**config.mk**
```make
export PLATFORM = sky130hd
export DESIGN_NAME = irq_reg_unit
export DESIGN_NICKNAME = d
export VERILOG_FILES = /design/src/rtl/irq_unit_pkg.sv /design/src/rtl/irq_mask_reg.sv /design/src/rtl/irq_status_bank.sv /design/src/rtl/irq_out_reg.sv /design/src/rtl/irq_reg_unit.sv
export SDC_FILE = /design/constraint.sdc
export NUM_CORES = 1
export LEC_CHECK = 0
export BUFFER_PORTS_ARGS = -buffer_cell sky130_fd_sc_hd__buf_2
export CAP_MARGIN = 5
export CORE_ASPECT_RATIO = 0.9
export CORE_UTILIZATION = 40
export CTS_CLUSTER_DIAMETER = 200
export DETAILED_ROUTE_END_ITERATION = 12
export PLACE_DENSITY_LB_ADDON = 0.25
export RECOVER_POWER = 50
export SYNTH_ARGS = -nofsm -noshare
export SYNTH_HDL_FRONTEND = slang
export SYNTH_SLANG_ARGS = --single-unit
```
**constraint.sdc**
```tcl
create_clock -name clk -period 2.1 [get_ports clk]
set_clock_uncertainty 0.1 [all_clocks]
set_input_delay 0.21 -clock clk [delete_from_list [all_inputs] [get_ports clk]]
set_output_delay 0.21 -clock clk [all_outputs]
set_load 0.05 [all_outputs]
```
**src/rtl/irq_unit_pkg.sv**
```systemverilog
package irq_unit_pkg;

  localparam int unsigned IRQ_SRC_COUNT = 13;

  // Source bit positions; software decodes these.
  localparam int unsigned SRC_RX_TRIG     = 0;
  localparam int unsigned SRC_RX_EMPTY    = 1;
  localparam int unsigned SRC_RX_FULL     = 2;
  localparam int unsigned SRC_TX_EMPTY    = 3;
  localparam int unsigned SRC_TX_FULL     = 4;
  localparam int unsigned SRC_RX_OVERRUN  = 5;
  localparam int unsigned SRC_RX_FRAMING  = 6;
  localparam int unsigned SRC_RX_PARITY   = 7;
  localparam int unsigned SRC_RX_TIMEOUT  = 8;
  localparam int unsigned SRC_MODEM_CHG   = 9;
  localparam int unsigned SRC_TX_TRIG     = 10;
  localparam int unsigned SRC_TX_NEARFULL = 11;
  localparam int unsigned SRC_TX_OVERFLOW = 12;

endpackage

```
**src/rtl/irq_mask_reg.sv**
```systemverilog
module irq_mask_reg #(
  parameter int unsigned N = 13
) (
  input  logic         clk,
  input  logic         rst_n,
  input  logic         set_we,
  input  logic [N-1:0] set_data,
  input  logic         clr_we,
  input  logic [N-1:0] clr_data,
  output logic [N-1:0] mask_q
);

  logic [N-1:0] set_vec;
  logic [N-1:0] clr_vec;
  logic [N-1:0] mask_d;
  logic         mask_en;

  always_comb begin
    set_vec = set_we ? set_data : '0;
    clr_vec = clr_we ? clr_data : '0;
    mask_en = set_we | clr_we;
    // clear is applied last so it wins on overlapping bits
    mask_d  = (mask_q | set_vec) & ~clr_vec;
  end

  always_ff @(posedge clk or negedge rst_n) begin
    if (!rst_n) begin
      mask_q <= '0;
    end else if (mask_en) begin
      mask_q <= mask_d;
    end
  end

endmodule

```
**src/rtl/irq_status_bank.sv**
```systemverilog
module irq_status_bank #(
  parameter int unsigned N = 13
) (
  input  logic         clk,
  input  logic         rst_n,
  input  logic [N-1:0] evt,
  input  logic         clr_we,
  input  logic [N-1:0] clr_data,
  output logic [N-1:0] sts_q
);

  for (genvar i = 0; i < N; i++) begin : g_bit
    logic bit_clr;
    logic bit_en;
    logic bit_d;

    always_comb begin
      bit_clr = clr_we & clr_data[i];
      bit_en  = evt[i] | bit_clr;
      // a same-cycle event overrides the clear
      bit_d   = evt[i];
    end

    always_ff @(posedge clk or negedge rst_n) begin
      if (!rst_n) begin
        sts_q[i] <= 1'b0;
      end else if (bit_en) begin
        sts_q[i] <= bit_d;
      end
    end
  end

endmodule

```
**src/rtl/irq_out_reg.sv**
```systemverilog
module irq_out_reg #(
  parameter int unsigned N = 13
) (
  input  logic         clk,
  input  logic         rst_n,
  input  logic [N-1:0] sts,
  input  logic [N-1:0] mask,
  output logic         irq_q
);

  logic irq_d;

  always_comb begin
    irq_d = |(sts & mask);
  end

  always_ff @(posedge clk or negedge rst_n) begin
    if (!rst_n) begin
      irq_q <= 1'b0;
    end else begin
      irq_q <= irq_d;
    end
  end

endmodule

```
**src/rtl/irq_reg_unit.sv**
```systemverilog
module irq_reg_unit
  import irq_unit_pkg::*;
#(
  parameter int unsigned N_SRC = IRQ_SRC_COUNT
) (
  input  logic             clk,
  input  logic             rst_n,
  input  logic [N_SRC-1:0] evt_pulse,
  input  logic             en_set_we,
  input  logic [N_SRC-1:0] en_set_data,
  input  logic             en_clr_we,
  input  logic [N_SRC-1:0] en_clr_data,
  input  logic             sts_clr_we,
  input  logic [N_SRC-1:0] sts_clr_data,
  output logic [N_SRC-1:0] mask_rd,
  output logic [N_SRC-1:0] status_rd,
  output logic             irq
);

  logic [N_SRC-1:0] mask_q;
  logic [N_SRC-1:0] sts_q;

  irq_mask_reg #(.N(N_SRC)) u_mask (
    .clk      (clk),
    .rst_n    (rst_n),
    .set_we   (en_set_we),
    .set_data (en_set_data),
    .clr_we   (en_clr_we),
    .clr_data (en_clr_data),
    .mask_q   (mask_q)
  );

  irq_status_bank #(.N(N_SRC)) u_status (
    .clk      (clk),
    .rst_n    (rst_n),
    .evt      (evt_pulse),
    .clr_we   (sts_clr_we),
    .clr_data (sts_clr_data),
    .sts_q    (sts_q)
  );

  irq_out_reg #(.N(N_SRC)) u_out (
    .clk   (clk),
    .rst_n (rst_n),
    .sts   (sts_q),
    .mask  (mask_q),
    .irq_q (irq)
  );

  assign mask_rd   = mask_q;
  assign status_rd = sts_q;

endmodule

```
==> Implementation_results.wiki <==
{| class="wikitable"
! Metric !! Value
|-
| Slew at the pin closest to its max-slew limit || 571.6 ps
|-
| Core utilization of the finished layout || 0.7197
|-
| Power per standard cell area || 690.1 nW/µm²
|-
| Inserted Clock Buffers || 3
|-
| Antenna Cells || 0
|-
| Start of the worst register-to-register path || u_status.sts_q[1]$_DFFE_PN0P_
|-
| Yosys warns || 0
|-
| Share of layout cells above drive strength 1 || 0.4328
|-
| Number of flops mapped to enable cells by yosys || 0
|-
| Initial core utilization || 0.4205
|-
| Setup slack at placement || 831.5 ps
|-
| Final setup TNS || 0 ps
|-
| Post-route standard cell area excluding fillers || 1760 µm²
|-
| Cell area after placement || 1464 µm²
|-
| Origin of the worst min-delay path || en_set_data[10]
|-
| Number of clock sinks seen by CTS || 27
|-
| Normalized max-slew margin || 0.6189
|-
| Total power || 1.215 mW
|-
| Net switching power figure || 0.4381 mW
|-
| Number of cells on the worst hold path || 3
|-
| Share of power burned in combinational logic || 0.324
|-
| Internal portion of total power || 0.7768 mW
|-
| Initial detailed-routing violation count || 25
|-
| Highest clock rate || 750.8 MHz
|-
| Synth Area per Inst || 11.43 µm²
|-
| Crit-path max cell delay || 420 ps
|-
| Total area of sequential cells || 675.6 µm²
|-
| Portion of total power attributed to the clock network || 0.181
|-
| Filler instances || 190
|-
| Post-CTS setup buffer count || 0
|-
| Clock Tree Buf Depth || 2
|-
| Largest net degree at the start of global routing || 28
|-
| Root buffer cell || sky130_fd_sc_hd__clkbuf_4
|-
| Number of max-cap violations || 0
|-
| Count of H-tree levels built during CTS || 1
|-
| Clock-pin slew on the worst setup and hold paths || 140 ps
|-
| Type of origin of the critical path || flip-flop
|-
| Min-Delay Endpoint || u_mask.mask_q[10]$_DFFE_PN0P_
|-
| Final count of negative-setup-slack endpoints || 0
|-
| Category of cells accounting for the largest share of critical-path delay || flip-flops
|-
| Count of buffer and inverter cells on the critical path || 1
|-
| Number of DRC violations after detailed routing || 0
|-
| Total number of vias || 1142
|-
| Post-layout minimum cycle time || 1332 ps
|-
| Chain of cells forming the critical path || buf_2
|-
| Core region area || 2446 µm²
|-
| I/O pin count || 84
|-
| HPWL after DPL || 2056 µm
|-
| Total of cells resized after clock tree synthesis || 0
|-
| Main flop type after synthesis || sky130_fd_sc_hd__dfrtp_1
|-
| Share of synthesized registers carrying an async set or reset || 1.000
|-
| Flip-flop and latch count after synthesis || 27
|-
| Hold violation count in the final report || 0
|-
| Area growth from synthesis to layout || 71.17%
|-
| Mapped cell area || 1028 µm²
|-
| Area used by multi-input combinational logic || 337.8 µm²
|-
| Net switching share of the total power || 0.3606
|-
| Chip Width || 55.45 µm
|-
| Unrepaired setup endpoints after global routing || false
|-
| Via/cell ratio || 4.987
|-
| Worst Setup Path Type || reg -> out
|-
| Worst hold path class || in -> reg
|-
| Worst r2r path cells || 3
|-
| Type of element capturing the critical path || output pin
|-
| First-pass GRT wire length || 5112 µm
|-
| Gpl congestion || 0.6971
|-
| Portion of synthesized cell area occupied by the leading cell type || 0.6569
|-
| Worst EP required || 1790 ps
|-
| Via count of the first global-routing pass || 1160
|-
| GRT overflow || 0
|-
| Total count of max-transition violations in the final report || 0
|-
| Part of the power in registers || 0.495
|-
| Router iterations before antenna repair || 5
|-
| Final net count || 259
|-
| Clk Latency, worst-skew pair || 320 ps
|-
| Average wire per standard cell || 13.96 µm
|-
| Worst-path maximum fanout || 3
|-
| Leakage || 0.8833 nW
|-
| Total global-route track usage || 0.2447
|-
| Library cell with the highest instance count after synthesis || sky130_fd_sc_hd__dfrtp_1
|-
| Synth top area cells || sky130_fd_sc_hd__dfrtp_1 (66%), sky130_fd_sc_hd__a21oi_1 (13%), sky130_fd_sc_hd__a21o_1 (8.8%)
|-
| Area enclosed by the die boundary || 2778 µm²
|-
| Sequential area share after synthesis || 0.6569
|-
| Initial antenna violation count || 0
|-
| WP data arrival || 1020 ps
|-
| Drt total wl || 3196 µm
|-
| Slowest stage cell on the critical path || sky130_fd_sc_hd__dfrtp_1
|-
| Top cell types by occurrence after synthesis || sky130_fd_sc_hd__dfrtp_1 (27), sky130_fd_sc_hd__a21oi_1 (26), sky130_fd_sc_hd__nand2_1 (13)
|-
| TritonCTS clock tree || built
|-
| Die height || 50.11 µm
|-
| Endpoint of the worst register-to-register path || u_out.irq_q$_DFF_PN0_
|-
| Nets in the synthesized netlist || 147
|-
| Number of rows created at floorplan || 17
|-
| Input/output buffers || 83
|-
| Worst supply voltage drop on vdd || 0.6558 mV
|-
| Run status || complete, no violations
|-
| Number of standard cells after synthesis || 90
|-
| Smallest setup slack after layout || 768.0 ps
|-
| Final critical-path share of the clock period || 0.6343
|-
| Yosys top cell by area || sky130_fd_sc_hd__dfrtp_1
|-
| Setup slack, reg-to-reg || 800 ps
|-
| Number of distinct library cells after synthesis || 10
|-
| Antenna violation net count after detailed routing || 0
|}
==> kinds of logic (layout without fill, tap and decap cells) <==
kind of cell,count (synthesis),in the layout,synth area share
compound gates,45,45,0.2689
flops,27,27,0.6569
simple gates,15,15,0.05962
buf+inv,3,114,0.01459
==> registers in the layout, indices dropped and copies added, names as in the netlist <==
name / flops
u_mask.mask_q: 13
u_status.sts_q: 13
u_out.irq_q: 1
==> power groups by stage <==
stage / Combinational (mW) / Clock [mW] / Sequential (mW)
2_1_floorplan: 0.0638 / 0 / 0.769
3_3_place_gp: 0.350 / 0 / 0.607
3_5_place_dp: 0.353 / 0 / 0.611
4_1_cts: 0.392 / 0.232 / 0.601
5_1_grt: 0.419 / 0.249 / 0.610
6_report: 0.393 / 0.220 / 0.602
==> how the worst max path moves through the flow <==
stage	cells past startpoint	from	end	slack [ps]
finish	1	u_status.sts_q[11]$_DFFE_PN0P_	status_rd[11]	770
CTS	1	u_status.sts_q[8]$_DFFE_PN0P_	status_rd[8]	770
floorplan	3	u_status.sts_q[1]$_DFFE_PN0P_	u_out.irq_q$_DFF_PN0_	710
detailed placement	3	u_status.sts_q[1]$_DFFE_PN0P_	u_out.irq_q$_DFF_PN0_	830
global placement	3	u_status.sts_q[1]$_DFFE_PN0P_	u_out.irq_q$_DFF_PN0_	860
global route	3	u_status.sts_q[1]$_DFFE_PN0P_	u_out.irq_q$_DFF_PN0_	690
==> worst reg2reg max path, cell delays in order, from the launching register on <==
cell and delay [ps]:
sky130_fd_sc_hd__dfrtp_1 420, sky130_fd_sc_hd__a222oi_1 390, sky130_fd_sc_hd__and3_1 210, sky130_fd_sc_hd__nand4_1 70
==> final cells by class <==
class                           count  area share
Sequential cell                    27      0.3838
Clock buffer                        4     0.01493
Multi-Input combinational cell     60      0.1919
Timing Repair Buffer              110      0.3895
Tap cell                           28     0.01990
==> metrics by stage <==
step                instances  hold slack, ps
floorplan                  90          -185.6
global placement          198           144.1
detailed placement        198           143.3
CTS                       229           42.20
global route              229           40.33
finish                    229           52.87
==> what timing repair did <==
| item | in CTS | in global routing |
|---|---|---|
| hold endpoints to repair | 53 | 0 |
| hold buffers | 27 | 0 |
| setup endpoints to repair | 0 | 0 |
==> layout by cell type, fill, tap and decap left out <==
cell,netlist,final
sky130_fd_sc_hd__buf_2,3,83
sky130_fd_sc_hd__nand4_1,1,1
sky130_fd_sc_hd__nand2_1,13,13
sky130_fd_sc_hd__a22oi_1,5,5
sky130_fd_sc_hd__dlygate4sd3_1,0,27
sky130_fd_sc_hd__a21oi_1,26,26
sky130_fd_sc_hd__clkbuf_1,0,1
sky130_fd_sc_hd__clkbuf_4,0,3
sky130_fd_sc_hd__and3_1,1,1
sky130_fd_sc_hd__a21o_1,12,12
sky130_fd_sc_hd__dfrtp_1,27,27
sky130_fd_sc_hd__a222oi_1,1,1
sky130_fd_sc_hd__a21o_2,1,1
==> routing by layer <==
layer	vias to the layer above	track usage	part of all wire
li1	545	-	-
met1	543	0.2701	0.39
met2	46	0.4458	0.54
met3	8	0.06824	0.051
met4	0	0.09583	0.023
met5	-	0	0
No activity file was read; power rests on OpenSTA's default activity.
